$ cat src/rtl/updn_pkg.sv
// Package: shared types for the up/down counter.
// Assumes nothing beyond a single clock domain.
package updn_pkg;
    typedef enum logic {
        DIR_UP   = 1'b0,
        DIR_DOWN = 1'b1
    } dir_e;
endpackage

$ cat src/rtl/updn_step.sv
// Module: updn_step
// Works out the value the counter takes at the next rising edge from the stored value,
// the active-low enable and the direction. Purely combinational; assumes cur is the
// stored register value, not the load-multiplexed output.
module updn_step #(
    parameter int WIDTH = 4
) (
    input  logic [WIDTH-1:0] cur,
    input  logic             en_n,
    input  logic             dir_down,
    output logic [WIDTH-1:0] nxt
);
    import updn_pkg::*;

    localparam logic [WIDTH-1:0] ONE = WIDTH'(1);

    dir_e dir;

    // Map the raw direction pin onto the enumerated type.
    always_comb dir = dir_e'(dir_down);

    // Select hold, increment or decrement; natural wrap at both ends.
    always_comb begin
        if (en_n) begin
            nxt = cur;
        end else if (dir == DIR_DOWN) begin
            nxt = cur - ONE;
        end else begin
            nxt = cur + ONE;
        end
    end
endmodule

$ cat src/rtl/updn_hold.sv
// Module: updn_hold
// Holds the count register and provides the asynchronous load path. While load_n is low
// the register captures preset at each rising edge, and the visible output passes preset
// straight through. Assumes preset is steady across at least one edge with load_n low,
// so that the register holds the loaded value when load_n is released.
module updn_hold #(
    parameter int WIDTH = 4
) (
    input  logic             clk,
    input  logic             rst_n,
    input  logic             load_n,
    input  logic [WIDTH-1:0] preset,
    input  logic [WIDTH-1:0] nxt,
    output logic [WIDTH-1:0] stored,
    output logic [WIDTH-1:0] visible
);
    // State update: synchronous reset first, then load capture, then the step value.
    always_ff @(posedge clk) begin
        if (!rst_n) begin
            stored <= '0;
        end else if (!load_n) begin
            stored <= preset;
        end else begin
            stored <= nxt;
        end
    end

    // Output multiplexer: the load level overrides the register with no clock.
    always_comb visible = load_n ? stored : preset;
endmodule

$ cat src/rtl/updn_flags.sv
// Module: updn_flags
// Derives the terminal flag from the visible count and the direction pin, and the
// active-low ripple pulse from that flag, the clock level and, when GATE_EN is set,
// the enable. Combinational; assumes clk is a clean clock, as ripple_n follows it.
module updn_flags #(
    parameter int WIDTH   = 4,
    parameter bit GATE_EN = 1'b1
) (
    input  logic             clk,
    input  logic [WIDTH-1:0] count,
    input  logic             dir_down,
    input  logic             en_n,
    output logic             term,
    output logic             ripple_n
);
    localparam logic [WIDTH-1:0] TOP = {WIDTH{1'b1}};

    logic at_top;
    logic at_bot;

    // Detect both ends of the range.
    always_comb begin
        at_top = (count == TOP);
        at_bot = (count == '0);
    end

    // Pick the end that matters for the current direction.
    always_comb term = dir_down ? at_bot : at_top;

    generate
        if (GATE_EN) begin : g_gated
            // Pulse low only for an enabled stage in the clock low phase.
            always_comb ripple_n = ~(term & ~en_n & ~clk);
        end else begin : g_plain
            // Pulse low in the clock low phase whatever the enable.
            always_comb ripple_n = ~(term & ~clk);
        end
    endgenerate
endmodule

$ cat src/rtl/updn_counter.sv
// Module: updn_counter (top)
// Presettable up/down counter with terminal and ripple cascade outputs. Ties together
// the step logic, the register with load override and the flag logic.
// Assumes a single clock and a synchronous active-low reset.
module updn_counter #(
    parameter int WIDTH   = 4,
    parameter bit GATE_EN = 1'b1
) (
    input  logic             clk,
    input  logic             rst_n,
    input  logic             cnt_en_n,
    input  logic             dir_down,
    input  logic             load_n,
    input  logic [WIDTH-1:0] preset,
    output logic [WIDTH-1:0] count,
    output logic             term_flag,
    output logic             ripple_n
);
    logic [WIDTH-1:0] stored;
    logic [WIDTH-1:0] nxt;

    updn_step #(.WIDTH(WIDTH)) u_step (
        .cur      (stored),
        .en_n     (cnt_en_n),
        .dir_down (dir_down),
        .nxt      (nxt)
    );

    updn_hold #(.WIDTH(WIDTH)) u_hold (
        .clk     (clk),
        .rst_n   (rst_n),
        .load_n  (load_n),
        .preset  (preset),
        .nxt     (nxt),
        .stored  (stored),
        .visible (count)
    );

    updn_flags #(.WIDTH(WIDTH), .GATE_EN(GATE_EN)) u_flags (
        .clk      (clk),
        .count    (count),
        .dir_down (dir_down),
        .en_n     (cnt_en_n),
        .term     (term_flag),
        .ripple_n (ripple_n)
    );
endmodule

$ cat config.mk
export PLATFORM = sky130hd
export DESIGN_NAME = updn_counter
export DESIGN_NICKNAME = d
export VERILOG_FILES = /design/src/rtl/updn_pkg.sv /design/src/rtl/updn_step.sv /design/src/rtl/updn_hold.sv /design/src/rtl/updn_flags.sv /design/src/rtl/updn_counter.sv
export SDC_FILE = /design/constraint.sdc
export NUM_CORES = 1
export LEC_CHECK = 0
export BUFFER_PORTS_ARGS = -buffer_cell sky130_fd_sc_hd__buf_4
export CELL_PAD_IN_SITES_DETAIL_PLACEMENT = 1
export CELL_PAD_IN_SITES_GLOBAL_PLACEMENT = 2
export CORE_MARGIN = 10
export CORE_UTILIZATION = 26
export CTS_CLUSTER_DIAMETER = 80
export CTS_CLUSTER_SIZE = 24
export DETAILED_ROUTE_END_ITERATION = 8
export PLACE_DENSITY_LB_ADDON = 0.1
export SLEW_MARGIN = 10
export SYNTH_ARGS = -nofsm -noshare
export SYNTH_HDL_FRONTEND = slang
export SYNTH_SLANG_ARGS = --single-unit
$ cat constraint.sdc
create_clock -name clk -period 1.7 [get_ports clk]
set_input_delay 0 -clock clk [delete_from_list [all_inputs] [get_ports clk]]
set_output_delay 0 -clock clk [all_outputs]
set_load 0.05 [all_outputs]
==> results of run 1 <==
worst min path at each step:
stage,slack [ns],cells past startpoint,endpoint
floorplan,0.13,1,u_hold.stored[0]
global placement,0.26,3,u_hold.stored[0]
detailed placement,0.28,2,u_hold.stored[0]
CTS,-0.04,2,u_hold.stored[2]
global route,-0.03,2,u_hold.stored[2]
finish,-0.04,2,u_hold.stored[2]
area by class of cell:
class,count,area (sq um),area share
Multi-Input combinational cell,36,322,0.484
Timing Repair Buffer,20,164,0.247
Sequential cell,4,83.8,0.126
Clock buffer,8,63.8,0.0960
Tap cell,16,20.0,0.0301
Inverter,3,11.3,0.0169
through the flow:
step / util / hold slack, ns / instances / instance area, sq um
final: 0.446 / -0.0388 / 87 / 664
after global routing: 0.446 / -0.0320 / 87 / 664
after CTS: 0.446 / -0.0371 / 87 / 664
after detailed placement: 0.356 / 0.276 / 73 / 531
after global placement: 0.356 / 0.265 / 73 / 531
after floorplan: - / 0.128 / 45 / 420
cells in the mapped netlist (all sizes together), types with 2 or more instances:
library cell  n  area [sq um]
nor2b         2          12.5
mux2          4          52.6
mux2i         3          30.0
o21ai         3          15.0
ha            2          25.0
inv           3          11.3
a21oi         2          10.0
xnor2         2          17.5
or3           2          12.5
dfxtp         4          80.1
metal layers:
metal	up-vias	track usage	wire (um)
met1	210	0.0870	591
met3	5	0.0708	104
met4	0	0.138	44
met5	-	0	0
met2	13	0.135	719
li1	216	-	-
worst max-delay path, stage by stage (launching register included):
cell and delay, ns:
dfxtp_2 0.31, mux2_4 0.27, or4_4 0.56, o22a_1 0.21, buf_6 0.15
cell families (layout without fill, tap and decap cells):
logic type      count (synthesis)  after routing  share of synthesized area
buf+inv                         5             31                     0.0644
xor+xnor                        3              3                     0.0644
compound gates                  9              9                      0.141
flops                           4              4                      0.196
fa+ha+maj                       3              3                      0.110
mux                             7              7                      0.202
simple gates                   14             14                      0.221
power by group:
| part | leakage, nW | internal [mW] | switching [mW] |
|---|---|---|---|
| Combinational | 0.231 | 0.0885 | 0.103 |
| Sequential | 0.0341 | 0.104 | 0.00746 |
| Clock | 0.0415 | 0.194 | 0.0938 |
timing repair:
item                                    in CTS  in global routing
endpoints found under the setup margin       2                  2
resized for setup                            7                  0
gates cloned                                 0                  0
buffers inserted                             3                  0
pin swaps                                    2                  0
endpoints found under the hold margin        4                  1
==> metrics.txt, run 1 <==
final WL=1460 um; DRT Pass-1 Iters=3; endpoints failing setup=2; R2R setup slack=0.20 ns; nets=85; DR vias/cell=5.10; RSZ-0062 raised after global routing=yes; Synthesized Nets=57; predominant post-synthesis flop cell=dfxtp_1; status=finished, violations left; ratio of cells with drive above 1 in the final layout=0.465; Routed Antenna Nets=0; Fin. Hold Viols=1; worst skew pair latency=0.36 ns; gpl congestion=0.749; Pwr Total=591 uW; hold_ws=-0.0388 ns; first-pass GRT wire length=~2400 um; Arrival @ worst endpoint=1.85 ns; Filler cells=~180; Warnings, synthesis=0; Leakage Power=between 0.3 and 0.4 nW; top flop regs=u_hold.stored x4; die height=around 60 um; final-report max-slew violation count=0; hold-fix buffers at CTS=4; Yosys cell types=29; Die Area=3550 sq um; number of synthesized flops with an enable pin=0; Max transition margin=0.830; Tmin final=1.85 ns; Power Density=890 nW/um^2; GRT Util Overall=0.102; Initial Util=0.274; Residual DRC=0; maximum VDD drop=0.480 mV; Core Rows=14; CTS clk-pin slew, worst paths=0.04 ns; crit path kind=register to primary output; failing checks=negative hold slack, negative setup slack; sequential area share after synthesis=0.196; largest net degree at the start of global routing=14; most common cell after layout, fill and taps aside=buf_4; Final Skew=0.00818 ns; vias=444; worst r2r path cells=6; most frequent cells in the layout=buf_4, clkbuf_4, mux2_4, dlygate4sd3_1; area growth from synthesis to layout=62.9%; Hold WC Path Type=input port to register; Post-synth ARST share=0; core box area=1490 sq um; Critical Path End=ripple_n; vias in the first global route=approximately 560; max-cap violations=0; critical-path maximum fanout=2; CP endpoint kind=primary output; I/O Pins=15; Largest register FFs=4; Startpoint Class=register; Cells after Synth=45; worst flop-to-flop path startpoint=u_hold.stored[1]; die width=59.6 um; synthesized area per cell=approximately 9 sq um; CTS tree=done; crit path launch=u_hold.stored[2]; dpl ws=0.165 ns; Tightest Pin Transition=roughly 0.25 ns; register bit total from synthesis=4; Biggest register=u_hold.stored; wire per inst=16.8 um; ANT cells=0; fin crit share=1.09; Setup TNS=-0.269 ns; Peak Freq=0.540 GHz; hpwl dp=1080 um; GRT Residual Overflow=0; RR Endpoint=u_hold.stored[1]; Buffers on Ports=14; worst setup margin=-0.151 ns; Hold Path Origin=load_n; CP Data Required Time=between 1.5 and 2 ns; Post-Syn Area=408 sq um; initial antenna violation count=0; 1st-iter DRT viols=4
Power figures use the tool's default switching activity.
==> run 2: changes to the inputs <==
Settings changed: CELL_PAD_IN_SITES_DETAIL_PLACEMENT 1 to not set, CELL_PAD_IN_SITES_GLOBAL_PLACEMENT 2 to not set, CORE_AREA set to 10 10 47 49, CORE_MARGIN 10 to not set, CORE_UTILIZATION 26 to not set, DIE_AREA set to 0 0 57 59, PLACE_DENSITY set to 0.6, PLACE_DENSITY_LB_ADDON 0.1 to not set.
==> run 2 against run 1 <==
Compared with the run above:
- the flow finishes with violations (negative setup slack)
- clock skew shrank 0.0024 ns
- final area grew 1.5%
- utilization grew 3.5 points
- setup slack gained 0.023 ns
- total power shrank 1.5%
- register-to-register slack gained 0.13 ns
- critical endpoint unchanged
- largest power group unchanged
==> metrics.txt, run 2 (same netlist as run 1, synthesis figures left out) <==
status=finished, violations left; failing checks=negative setup slack; Worst path slowest cell=or4_4; initial antenna violation count=0; M1 wire length=519 um; CP max stage delay=0.56 ns; Final Non-Filler Cells=88; CTS tree=done; Peak Freq=0.547 GHz; most frequent cells in the layout=buf_4, clkbuf_4, dlygate4sd3_1, mux2_4; wire length on met2=610 um; Routed Antenna Nets=0; Clk network pwr share=0.483; Reg power frac=0.189; crit-path cells=mux2_4 -> or4_4 -> o22a_1 -> buf_6; DP Cell Count=73; gpl congestion=0.742; maximum VDD drop=0.605 mV; register area=83.8 sq um; ANT cells=0; Startpoint Class=register; most common cell after layout, fill and taps aside=buf_4; DRT Pass-1 Iters=4; Psw=195 uW; Leakage Power=0.310 nW; Setup TNS=-0.234 ns; CP endpoint kind=primary output; vias=455; die width=57 um; Tightest Pin Transition=0.210 ns; max-cap violations=0; GRT Util Overall=0.0797; delay-heaviest family, CP=simple AND/OR/NAND/NOR gates; top flop regs=u_hold.stored x4; DR vias/cell=5.17; CP Data Required Time=1.70 ns; Biggest register=u_hold.stored; Hold Path Origin=load_n; worst setup margin=-0.127 ns; multi-input gate area in the final layout=~320 sq um; metal3 WL=117 um; critical-path maximum fanout=2; Max transition margin=0.860; largest net degree at the start of global routing=14; Final Skew=0.00583 ns; worst path bufs/invs=1; crit path kind=register to primary output; Power Density=864 nW/um^2; worst skew pair latency=0.35 ns; internal power=387 uW; Sw Share=0.335; Tmin final=1.83 ns; fin crit share=1.07; GRT Residual Overflow=0; vias in the first global route=511; final WL=1260 um; hpwl dp=858 um; Largest register FFs=4; Buffers on Ports=14; I/O Pins=15; first-pass GRT wire length=1990 um; wire per inst=between 10 and 15 um; final-report max-slew violation count=0; Die Area=3360 sq um; dpl ws=0.179 ns; 1st-iter DRT viols=4; endpoints failing setup=2; Initial Util=0.291; RSZ-0062 raised after global routing=yes; worst flop-to-flop path startpoint=u_hold.stored[0]; core box area=1400 sq um; combinational share of power=0.327; Core Rows=14; Arrival @ worst endpoint=1.83 ns; nets=86; hold_ws=0.0233 ns; Fin. Hold Viols=0; area growth from synthesis to layout=65.3%; Filler cells=130; crit path launch=u_hold.stored[2]; Post-Route Utilization=0.481; ratio of cells with drive above 1 in the final layout=0.458; CTS clk-pin slew, worst paths=around 0.04 ns; Hold WC Path Type=input port to register; die height=between 50 and 60 um; Residual DRC=0; top routing layer in use=met4
-- run 2: metal layers --
| layer | track usage | vias to the layer above |
|---|---|---|
| li1 | - | 222 |
| met4 | 0.0570 | 0 |
| met3 | 0.0665 | 3 |
| met1 | 0.0718 | 210 |
| met5 | 0 | - |
| met2 | 0.118 | 20 |
-- run 2: metrics by stage --
stage	total power, mW	instance area [sq um]
after floorplan	0.245	420
after global placement	0.293	531
after detailed placement	0.295	531
after CTS	0.590	674
after global routing	0.617	674
final	0.583	674
-- run 2: cell type report --
type / instances / share of cell area
Multi-Input combinational cell: 36 / 0.477
Clock buffer: 8 / 0.0946
Inverter: 3 / 0.0167
Tap cell: 16 / 0.0297
Timing Repair Buffer: 21 / 0.258
Sequential cell: 4 / 0.124
-- run 2: final timing paths --
kind	end	slack [ns]	cells after the start
max	ripple_n	-0.13	4
min	u_hold.stored[1]	0.02	3
max reg2reg	u_hold.stored[0]	0.33	4
min reg2reg	u_hold.stored[2]	0.64	3
-- run 2: power groups by stage --
stage | clock network (mW) | registers [mW] | logic (mW)
detailed placement | 0.0188 | 0.112 | 0.164
global route | 0.301 | 0.111 | 0.204
CTS | 0.289 | 0.110 | 0.191
global placement | 0.0188 | 0.112 | 0.162
finish | 0.282 | 0.110 | 0.191
floorplan | 0.0166 | 0.110 | 0.118
-- run 2: what timing repair did --
| action | in CTS | in global routing |
|---|---|---|
| resized for setup | 7 | 0 |
| endpoints found under the setup margin | 2 | 2 |
| hold buffers | 5 | 0 |
| buffers inserted | 3 | 0 |
| endpoints found under the hold margin | 4 | 0 |
| pin swaps | 2 | 1 |
-- run 2: worst register-to-register path: cells and delay by family, from the launching register on --
kind | cells | cell delay, ns
buffers and inverters | 1 | 0.59
and+or+nand+nor | 1 | 0.15
muxes | 1 | 0.09
DFF | 1 | 0.33
xor gates and xnor gates | 1 | 0.14
